--- config.mk ---
export PLATFORM = sky130hd
export DESIGN_NAME = xlat_mmu
export DESIGN_NICKNAME = d
export VERILOG_FILES = /design/src/rtl/xlat_pkg.sv /design/src/rtl/tlb_victim_rr.sv /design/src/rtl/tlb_cam.sv /design/src/rtl/pt_walker.sv /design/src/rtl/xlat_mmu.sv
export SDC_FILE = /design/constraint.sdc
export NUM_CORES = 1
export LEC_CHECK = 0
export BUFFER_PORTS_ARGS = -buffer_cell sky130_fd_sc_hd__buf_2
export CAP_MARGIN = 10
export CORE_MARGIN = 2
export CORE_UTILIZATION = 40
export CTS_BUF_LIST = sky130_fd_sc_hd__clkbuf_16
export DETAILED_ROUTE_END_ITERATION = 16
export PLACE_DENSITY = 0.62
export SYNTH_ARGS = -nofsm -noshare
export SYNTH_HDL_FRONTEND = slang
export SYNTH_SLANG_ARGS = --single-unit
--- constraint.sdc ---
create_clock -name clk -period 3.5 [get_ports clk]
set_input_delay 0.175 -clock clk [delete_from_list [all_inputs] [get_ports clk]]
set_output_delay 0.175 -clock clk [all_outputs]
set_load 0.01 [all_outputs]
--- src/rtl/xlat_pkg.sv ---
package xlat_pkg;
    localparam int VA_W     = 32;
    localparam int PA_W     = 32;
    localparam int PG_BITS  = 12;
    localparam int VPN_W    = VA_W - PG_BITS;
    localparam int PPN_W    = PA_W - PG_BITS;
    localparam int PTE_W    = 32;
    localparam int PTE_LG   = 2;
    localparam int TLB_N    = 8;

    typedef enum logic [1:0] {
        W_IDLE  = 2'd0,
        W_READ  = 2'd1,
        W_WAIT  = 2'd2,
        W_RETRY = 2'd3
    } walk_st_t;

    typedef struct packed {
        logic [PPN_W-1:0] ppn;
        logic             ok;
    } pte_t;

    function automatic pte_t pte_decode(input logic [PTE_W-1:0] raw);
        pte_t p;
        p.ppn = raw[PTE_W-1 -: PPN_W];
        p.ok  = raw[0];
        return p;
    endfunction

    function automatic logic [PA_W-1:0] pte_addr(input logic [PA_W-1:0] base,
                                                 input logic [VPN_W-1:0] vpn);
        return base + (PA_W'(vpn) << PTE_LG);
    endfunction
endpackage

--- src/rtl/tlb_victim_rr.sv ---
module tlb_victim_rr #(
    parameter int N = 8,
    localparam int IW = (N > 1) ? $clog2(N) : 1
) (
    input  logic          clk,
    input  logic          rst,
    input  logic          advance,
    output logic [IW-1:0] idx
);
    always_ff @(posedge clk) begin
        if (rst)
            idx <= '0;
        else if (advance)
            idx <= (idx == IW'(N - 1)) ? '0 : idx + 1'b1;
    end
endmodule

--- src/rtl/tlb_cam.sv ---
module tlb_cam
    import xlat_pkg::*;
#(
    parameter int N = TLB_N,
    localparam int IW = (N > 1) ? $clog2(N) : 1
) (
    input  logic             clk,
    input  logic             rst,
    input  logic [VPN_W-1:0] lk_vpn,
    output logic             lk_hit,
    output logic [PPN_W-1:0] lk_ppn,
    input  logic             ins_en,
    input  logic [VPN_W-1:0] ins_vpn,
    input  logic [PPN_W-1:0] ins_ppn,
    input  logic             flush
);
    logic [N-1:0]     ent_ok;
    logic [VPN_W-1:0] ent_vpn [N];
    logic [PPN_W-1:0] ent_ppn [N];
    logic [N-1:0]     match;
    logic [IW-1:0]    victim;
    logic             do_ins;

    assign do_ins = ins_en && !flush;

    tlb_victim_rr #(.N(N)) u_rr (
        .clk     (clk),
        .rst     (rst),
        .advance (do_ins),
        .idx     (victim)
    );

    for (genvar g = 0; g < N; g++) begin : g_ent
        assign match[g] = ent_ok[g] && (ent_vpn[g] == lk_vpn);

        always_ff @(posedge clk) begin
            if (rst || flush) begin
                ent_ok[g] <= 1'b0;
            end else if (do_ins && victim == IW'(g)) begin
                ent_ok[g]  <= 1'b1;
            end
        end

        always_ff @(posedge clk) begin
            if (rst) begin
                ent_vpn[g] <= '0;
                ent_ppn[g] <= '0;
            end else if (do_ins && victim == IW'(g)) begin
                ent_vpn[g] <= ins_vpn;
                ent_ppn[g] <= ins_ppn;
            end
        end
    end

    assign lk_hit = |match;

    always_comb begin
        lk_ppn = '0;
        for (int i = 0; i < N; i++)
            if (match[i]) lk_ppn = lk_ppn | ent_ppn[i];
    end

    // after a flush no lookup can hit
    a_r9_flush_empties: assert property (@(posedge clk) disable iff (rst)
        flush |=> !lk_hit);

    // one page never sits in two entries
    a_r11_unique_match: assert property (@(posedge clk) disable iff (rst)
        $onehot0(match));
endmodule

--- src/rtl/pt_walker.sv ---
module pt_walker
    import xlat_pkg::*;
(
    input  logic             clk,
    input  logic             rst,
    input  logic             req_valid,
    output logic             req_ready,
    input  logic [VA_W-1:0]  req_vaddr,
    output logic             rsp_valid,
    output logic             rsp_fault,
    output logic [PA_W-1:0]  rsp_paddr,
    output logic [VPN_W-1:0] lk_vpn,
    input  logic             lk_hit,
    input  logic [PPN_W-1:0] lk_ppn,
    output logic             ins_en,
    output logic [VPN_W-1:0] ins_vpn,
    output logic [PPN_W-1:0] ins_ppn,
    input  logic [PA_W-1:0]  pt_base,
    output logic             mem_rd_en,
    output logic [PA_W-1:0]  mem_rd_addr,
    input  logic             mem_rd_valid,
    input  logic [PTE_W-1:0] mem_rd_data,
    output logic             fault_event,
    output logic [VA_W-1:0]  fault_addr
);
    walk_st_t        st;
    logic [VA_W-1:0] held;
    pte_t            pte;

    assign pte       = pte_decode(mem_rd_data);
    assign req_ready = (st == W_IDLE);
    assign lk_vpn    = (st == W_IDLE) ? req_vaddr[VA_W-1 -: VPN_W]
                                      : held[VA_W-1 -: VPN_W];
    assign mem_rd_en   = (st == W_READ);
    assign mem_rd_addr = pte_addr(pt_base, held[VA_W-1 -: VPN_W]);
    assign ins_en      = (st == W_WAIT) && mem_rd_valid && pte.ok;
    assign ins_vpn     = held[VA_W-1 -: VPN_W];
    assign ins_ppn     = pte.ppn;
    assign fault_event = (st == W_WAIT) && mem_rd_valid && !pte.ok;
    assign fault_addr  = held;

    always_ff @(posedge clk) begin
        if (rst) begin
            st        <= W_IDLE;
            held      <= '0;
            rsp_valid <= 1'b0;
            rsp_fault <= 1'b0;
            rsp_paddr <= '0;
        end else begin
            rsp_valid <= 1'b0;
            rsp_fault <= 1'b0;
            unique case (st)
                W_IDLE: if (req_valid) begin
                    held <= req_vaddr;
                    if (lk_hit) begin
                        rsp_valid <= 1'b1;
                        rsp_paddr <= {lk_ppn, req_vaddr[PG_BITS-1:0]};
                    end else begin
                        st <= W_READ;
                    end
                end
                W_READ: st <= W_WAIT;
                W_WAIT: if (mem_rd_valid) begin
                    if (pte.ok) begin
                        st <= W_RETRY;
                    end else begin
                        rsp_valid <= 1'b1;
                        rsp_fault <= 1'b1;
                        rsp_paddr <= '0;
                        st        <= W_IDLE;
                    end
                end
                W_RETRY: begin
                    if (lk_hit) begin
                        rsp_valid <= 1'b1;
                        rsp_paddr <= {lk_ppn, held[PG_BITS-1:0]};
                        st        <= W_IDLE;
                    end else begin
                        st <= W_READ;
                    end
                end
                default: st <= W_IDLE;
            endcase
        end
    end

    // an accepted hit answers on the next cycle without fault
    a_r1_hit_next_cycle: assert property (@(posedge clk) disable iff (rst)
        (req_valid && req_ready && lk_hit) |=> (rsp_valid && !rsp_fault));

    // table reads are single-cycle pulses
    a_r3_single_read: assert property (@(posedge clk) disable iff (rst)
        mem_rd_en |=> !mem_rd_en);

    // an accepted miss closes the request port
    a_r8_busy_on_miss: assert property (@(posedge clk) disable iff (rst)
        (req_valid && req_ready && !lk_hit) |=> (!req_ready && !rsp_valid));
endmodule

--- src/rtl/xlat_mmu.sv ---
module xlat_mmu
    import xlat_pkg::*;
(
    input  logic             clk,
    input  logic             rst,
    input  logic             req_valid,
    output logic             req_ready,
    input  logic [VA_W-1:0]  req_vaddr,
    output logic             rsp_valid,
    output logic             rsp_fault,
    output logic [PA_W-1:0]  rsp_paddr,
    output logic             mem_rd_en,
    output logic [PA_W-1:0]  mem_rd_addr,
    input  logic             mem_rd_valid,
    input  logic [PTE_W-1:0] mem_rd_data,
    input  logic             ptbase_wr,
    input  logic [PA_W-1:0]  ptbase_wdata,
    input  logic             flush,
    input  logic             fault_clear,
    output logic             fault_flag,
    output logic [VA_W-1:0]  fault_vaddr
);
    logic [PA_W-1:0]  pt_base;
    logic [VPN_W-1:0] lk_vpn;
    logic             lk_hit;
    logic [PPN_W-1:0] lk_ppn;
    logic             ins_en;
    logic [VPN_W-1:0] ins_vpn;
    logic [PPN_W-1:0] ins_ppn;
    logic             fault_event;
    logic [VA_W-1:0]  fault_addr;
    logic             tlb_flush;

    assign tlb_flush = flush || ptbase_wr;

    always_ff @(posedge clk) begin
        if (rst)            pt_base <= '0;
        else if (ptbase_wr) pt_base <= ptbase_wdata;
    end

    always_ff @(posedge clk) begin
        if (rst) begin
            fault_flag  <= 1'b0;
            fault_vaddr <= '0;
        end else if (fault_event) begin
            fault_flag  <= 1'b1;
            fault_vaddr <= fault_addr;
        end else if (fault_clear) begin
            fault_flag  <= 1'b0;
        end
    end

    tlb_cam #(.N(TLB_N)) u_cam (
        .clk     (clk),
        .rst     (rst),
        .lk_vpn  (lk_vpn),
        .lk_hit  (lk_hit),
        .lk_ppn  (lk_ppn),
        .ins_en  (ins_en),
        .ins_vpn (ins_vpn),
        .ins_ppn (ins_ppn),
        .flush   (tlb_flush)
    );

    pt_walker u_walk (
        .clk          (clk),
        .rst          (rst),
        .req_valid    (req_valid),
        .req_ready    (req_ready),
        .req_vaddr    (req_vaddr),
        .rsp_valid    (rsp_valid),
        .rsp_fault    (rsp_fault),
        .rsp_paddr    (rsp_paddr),
        .lk_vpn       (lk_vpn),
        .lk_hit       (lk_hit),
        .lk_ppn       (lk_ppn),
        .ins_en       (ins_en),
        .ins_vpn      (ins_vpn),
        .ins_ppn      (ins_ppn),
        .pt_base      (pt_base),
        .mem_rd_en    (mem_rd_en),
        .mem_rd_addr  (mem_rd_addr),
        .mem_rd_valid (mem_rd_valid),
        .mem_rd_data  (mem_rd_data),
        .fault_event  (fault_event),
        .fault_addr   (fault_addr)
    );

    // an install that is not flushed makes the retry lookup hit
    a_r4_install_hits: assert property (@(posedge clk) disable iff (rst)
        (ins_en && !tlb_flush) |=> lk_hit);

    // a fault response coincides with the sticky flag
    a_r5_fault_flagged: assert property (@(posedge clk) disable iff (rst)
        (rsp_valid && rsp_fault) |-> fault_flag);

    // the flag only drops through a clear
    a_r6_fault_sticky: assert property (@(posedge clk) disable iff (rst)
        (fault_flag && !fault_clear) |=> fault_flag);

    // a base write leaves the buffer empty
    a_r10_base_flushes: assert property (@(posedge clk) disable iff (rst)
        ptbase_wr |=> !lk_hit);
endmodule

* Word-level counts from Yosys, hierarchy flattened
Memory sizes are Yosys's and may differ from the RTL's.
Index checks and enable logic that the tools add are counted.
** Storage, ports and cells
- Register bits after elaboration :: 144
- Memory bits (writable) :: 320
- Input port bits :: 103
- Output and inout port bits :: 101
- Memories kept :: 2
** Cells by class
- Add/sub/neg operators :: 2
- Eq/ne operators :: 24
- Muxes and demuxes :: 71
- Bitwise logic cells :: 24
- Reductions and logical operators :: 33
** Memory list
- u_cam.ent_ppn :: words 8, width 20, read ports 8, clocked after Yosys merged registers in 0, wr ports 8, RTL line tlb_cam.sv:19 : logic [PPN_W-1:0] ent_ppn [N];
- u_cam.ent_vpn :: words 8, width 20, read ports 8, clocked after Yosys merged registers in 0, wr ports 8, RTL line tlb_cam.sv:18 : logic [VPN_W-1:0] ent_vpn [N];
** Operator list (count)
- two-way mux 20 bit :: 25
- equality test 20 bit :: 8
- two-way mux 32 bit :: 5
- OR 20 bit :: 7
- one-hot mux 32 bit (3 select lines) :: 1
- two-way mux 1 bit :: 33
- adder 32 x 22 -> 32 bit :: 1
- logical AND 1 bit :: 20
- OR 1 bit :: 16
- equality test 3 bit (second input constant) :: 4
- != test 2 bit (second input constant) :: 5
- two-way mux 2 bit :: 4
- one-hot mux 2 bit (4 select lines) :: 1
- OR reduction 8 bit :: 1
- equality test 3 x 2 -> 1 bit (second input constant) :: 2
- AND reduction 6 bit :: 1
- equality test 2 bit (second input constant) :: 2
- adder 3 x 1 -> 3 bit (second input constant) :: 1
- equality test 3 x 1 -> 1 bit (second input constant) :: 1
- logical NOT 3 bit :: 1
- two-way mux 3 bit :: 1
- one-hot mux 1 bit (3 select lines) :: 1
- AND reduction 3 bit :: 1
- nonzero test 3 bit :: 1
- other kinds (9) :: 11

* Longest topological paths before layout
- Depth in word-level cells :: 22
- Gate-level depth with buffers :: 16
- Depth with buffers taken out :: 12

* Hierarchy
A second synthesis with hierarchy kept.
** Second synthesis, totals
- Cell total of the unflattened synthesis :: 2052
- Area total of the unflattened synthesis :: 23103.4 µm²
** By module, submodules not included
- tlb_cam :: instances 1, cells each 1280, area an instance 16246.8 µm², seq. area each 9769.4 µm²
- pt_walker :: instances 1, cells each 548, area an instance 4340.4 µm², seq. area each 1361.3 µm²
- xlat_mmu :: instances 1, cells each 212, area an instance 2379.8 µm², seq. area each 1301.2 µm²
- tlb_victim_rr :: instances 1, cells each 12, area an instance 136.4 µm², seq. area each 60.1 µm²

* Least setup slack after synthesis
Ideal clock, no wire load.
- Path type :: reg-to-reg
- From :: register u_walk.st[1]
- To :: memory u_cam.ent_ppn[0][60] (netlist bit) (enable)
- Setup time :: 0.396 ns
- Data arrival time :: 2.725 ns
- Path slack :: 0.379 ns
- Stages on the path, launching flop included :: 9
- Path through :: dfxtp_1 > buf_4 > clkbuf_1 > buf_2 > nor2b_1 > and4_1 > clkbuf_1 > clkbuf_1 > a21o_1
** RTL lines
- from (decl) :: RTL line pt_walker.sv:26 : walk_st_t st;
- from (signal assigned) :: RTL line pt_walker.sv:44 : st <= W_IDLE;
- from (signal assigned) :: RTL line pt_walker.sv:59 : st <= W_READ;
- from (signal assigned) :: RTL line pt_walker.sv:62 : W_READ: st <= W_WAIT;
- to (decl) :: RTL line tlb_cam.sv:19

* Worst setup path in the final report
- From :: register u_walk.held[12], in the netlist u_walk.fault_addr[12]
- To :: output port mem_rd_addr[31]
** Between the ends
- Cells in the longest elaborated chain, start to end :: 1
** RTL lines
- from (decl) :: RTL line pt_walker.sv:27 : logic [VA_W-1:0] held;
- from (signal assigned) :: RTL line pt_walker.sv:54 : held <= req_vaddr;
- adder 32 x 22 -> 32 bit :: RTL line xlat_pkg.sv:32 : return base + (PA_W'(vpn) << PTE_LG);
- to (decl) :: RTL line xlat_mmu.sv:13 : output logic [PA_W-1:0] mem_rd_addr,
No other way between the ends.

==> impl_metrics.csv <==
group,metric,value,unit
routing,wl_per_cell,25.7,um
run_status,outcome,"completed",
critical_path,arrival,3.30,ns
timing,hold_violations,0,
die,rows,88,
yosys,ys_ff_latch,464,
yosys,ys_warn_count,0,
die,io_pins,204,
clock_tree,clock_latency,0.63,ns
global_routing,grt_pass1_vias,19056,
yosys,synthMuxAreaShare,1.79,%
yosys,synth_area_per_cell,10.6,sq um
yosys,synthesis.area,0.0231,sq mm
yosys,synth_top_family_by_area,"simple AND/OR/NAND/NOR gates",
die,core-area,0.0574,sq mm
timing,fin_crit_sh,99.2,%
die,initial_core_util,40.2,%
die,fp.dieW,244,um
clock_tree,cts_buffer_depth,3,
die,dieArea,0.0596,sq mm
routing,drt_iter0_markers,2145,
routing,dr.pass1.iters,6,
clock_tree,cts_tree,"done",
routing,detail-route-antenna-nets,0,
critical_path,critPathLaunchType,"flop",
yosys,synth_top_area_share,41.7,%
yosys,synth-simple-area-share,18.3,%
timing,tightestPinTransition,0.953,ns
timing,rsz0062_at_grt,"true",
clock_tree,path_clk_slew,0.06,ns
final_layout,area_growth,24.1,%
yosys,synth_edf_count,320,
clock_tree,h-tree-depth,2,
place,dp_hpwl,56600,um
yosys,ys_top_cells_by_area,"edfxtp_1 42%, dfxtp_1 12%, and3_1 5.7%",
clock_tree,clkSinkCount,464,
yosys,synth_xor_area_share,5.77,%
timing,slew_viol_final,0,
yosys,async_reset_ff_share,0,%
timing,max_freq,288,MHz
yosys,synthAdderAreaFrac,1.50,%
place,gp_congestion,0.965,
timing,slew_headroom,36.5,%
clock_tree,cts_buffers,53,
final_layout,nets,2608,
die,fp.dieH,244,um
yosys,syn_inst,2183,
routing,vias_per_cell,5.88,
global_routing,antenna_found_initial,1,
final_layout,final_util,49.9,%
yosys,yosysTopAreaCell,"edfxtp_1",
clock_tree,cts-root-buf,"clkbuf_16",
job,cap_violations,0,
global_routing,grt_pass1_wl,124000,um
hold_path,min_path_type,"primary input to flop",
power_and_ir_drop,vdd_drop_max,0.000424,V
critical_path,critPathCaptureType,"output pin",
yosys,synth-compound-area-share,13.6,%
timing,setup_tns,0,ns
global_routing,grt_max_degree,84,
power_and_ir_drop,leakage,12.1,nW
critical_path,required,3.32,ns
routing,drc,0,
timing,finClkSkew,0.0328,ns
place,port_buffers,192,
global_routing,grt-ovfl-total,0,
final_layout,drive_gt1_share,21.6,%
yosys,synth_fp_nets,2313,
critical_path,crit_type,"flop to output pin",
timing,setup_viol,0,
timing,min_period,3.47,ns
power_and_ir_drop,p_per_area,479,mW/mm^2
global_routing,grtUsageTotal,27.7,%
routing,vias,19353,
yosys,synth_ff_type,"edfxtp_1",
yosys,yosysSeqAreaShare,54.2,%
critical_path,critPathMaxFanout,5,
yosys,synth_cell_types,77,
routing,finalWirelength,84600,um
## cell families after synthesis
| logic type | after synthesis |
|---|---|
| mux | 40 |
| compound gates | 442 |
| flops | 464 |
| simple gates | 778 |
| xor+xnor | 152 |
| buf+inv | 280 |
| fa+ha+maj | 27 |
## layer usage
layer / GRT usage [%] / part of all wire, % / vias up
met3: 5.62 / 9.1 / 195
met4: 10.3 / 3.6 / 0
met5: 0 / 0 / -
li1: - / - / 8587
met1: 37.2 / 41 / 9560
met2: 44.1 / 47 / 1011
## flip-flops by register name, indices dropped and copies added, names as in the netlist, 2 cells and up
| name | cells |
|---|---|
| u_cam.ent_ppn | 160 |
| u_cam.ent_vpn | 160 |
| fault_vaddr | 32 |
| pt_base | 32 |
| u_walk.fault_addr | 32 |
| u_walk.rsp_paddr | 32 |
| u_cam.ent_ok | 8 |
| u_cam.u_rr.idx | 3 |
| u_walk.st | 2 |
## power by group
group	leakage [nW]	internal [W]	switching, W
Sequential	4.48	0.00604	0.000151
Combinational	6.67	0.000736	0.00118
Clock	0.919	0.00321	0.00239
Total	12.1	0.00998	0.00372
## critical path, cell delays in order (launching register included)
cell	delay, ns
dfxtp_4	0.37
ha_4	0.17
buf_6	0.12
a211oi_4	0.24
o211a_1	0.24
o32ai_4	0.12
o31ai_2	0.33
a21oi_2	0.12
o41ai_2	0.38
o21ai_2	0.19
nand3_1	0.13
xnor2_1	0.12
buf_2	0.15
## Yosys cell counts (5+ instances only)
cell / n
and2_1: 132
buf_2: 20
ha_1: 26
nor3_1: 44
or3b_2: 7
a221oi_1: 16
nand2_1: 157
o21ai_0: 50
a22o_1: 16
and4_1: 5
buf_4: 5
a222oi_1: 43
clkbuf_1: 159
dfxtp_1: 144
and3_1: 210
o221ai_1: 8
o2111ai_1: 14
nand4_1: 9
a21o_1: 22
nor2b_1: 25
buf_1: 9
a211oi_1: 10
xor2_1: 68
or3_1: 5
mux2i_1: 39
o22ai_1: 18
o21a_1: 7
nand2b_1: 23
inv_1: 82
a22oi_1: 25
nor4_1: 17
a21oi_1: 125
edfxtp_1: 320
nor2_1: 81
xnor2_1: 84
a31oi_1: 14
a311oi_1: 11
o211ai_1: 7
a2bb2oi_1: 5
a2111oi_0: 13
nand3_1: 43
## cells in the final DEF, fill, tap and decap left out, types with 11 or more instances in the layout
cell	synthesis	final
edfxtp_1	320	320
and3_1	210	210
buf_2	20	191
nand2_1	157	156
buf_4	5	151
dfxtp_1	144	131
and2_1	132	130
a21oi_1	125	120
inv_1	82	94
xnor2_1	84	81
nor2_1	81	79
dlygate4sd3_1	0	78
xor2_1	68	68
clkbuf_16	0	56
o21ai_0	50	44
nor3_1	44	43
a222oi_1	43	43
nand3_1	43	41
mux2i_1	39	35
a22oi_1	25	25
nor2b_1	25	24
nand2b_1	23	23
o22ai_1	18	18
a21o_1	22	17
a22o_1	16	16
ha_1	26	16
a31oi_1	14	14
a221oi_1	16	14
clkinv_2	0	14
nor4_1	17	13
o2111ai_1	14	13
buf_12	0	11
## layout make-up
| class | count | area, sq um |
|---|---|---|
| clock buffer | 56 | 1400 |
| clock inverter | 44 | 365 |
| timing repair buffer | 437 | 3160 |
| multi-input combinational | 1439 | 9880 |
| fill | 5170 | 28700 |
| tap | 765 | 957 |
| sequential | 464 | 12500 |
| inverter | 83 | 319 |
| antenna | 2 | 5.00 |
## worst paths after layout
| check | to | from | slack (ns) | cells after the start |
|---|---|---|---|---|
| min reg2reg | fault_vaddr[5] | fault_vaddr[5] | 0.45 | 2 |
| max reg2reg | u_walk.rsp_paddr[15] | u_walk.st[1] | 0.09 | 11 |
| max | mem_rd_addr[31] | u_walk.fault_addr[12] | 0.03 | 12 |
| min | u_walk.fault_addr[31] | req_vaddr[31] | 0.04 | 3 |
## per-stage QoR
| stage | hold WS, ns | cells | instance area, sq um | power [W] | worst slack [ns] |
|---|---|---|---|---|---|
| 3_5_place_dp | 0.416 | 3102 | 25600 | 0.00800 | -0.235 |
| 4_1_cts | 0.00733 | 3284 | 28300 | 0.0136 | 0.00411 |
| 2_1_floorplan | 0.305 | 2183 | 23100 | 0.00721 | 0.379 |
| 5_1_grt | 0.0113 | 3289 | 28600 | 0.0141 | -0.131 |
| 3_3_place_gp | 0.409 | 3102 | 25600 | 0.00798 | -0.0387 |
| 6_report | 0.0441 | 3290 | 28600 | 0.0137 | 0.0288 |
## timing repair
action	4_1_cts	5_1_grt
gates resized for setup	44	60
pin swaps	12	27
hold buffers	78	0
setup endpoints to repair	47	49
endpoints found under the hold margin	227	0
buffers inserted	6	5
Note: power is estimated with default switching activity, not from simulation.
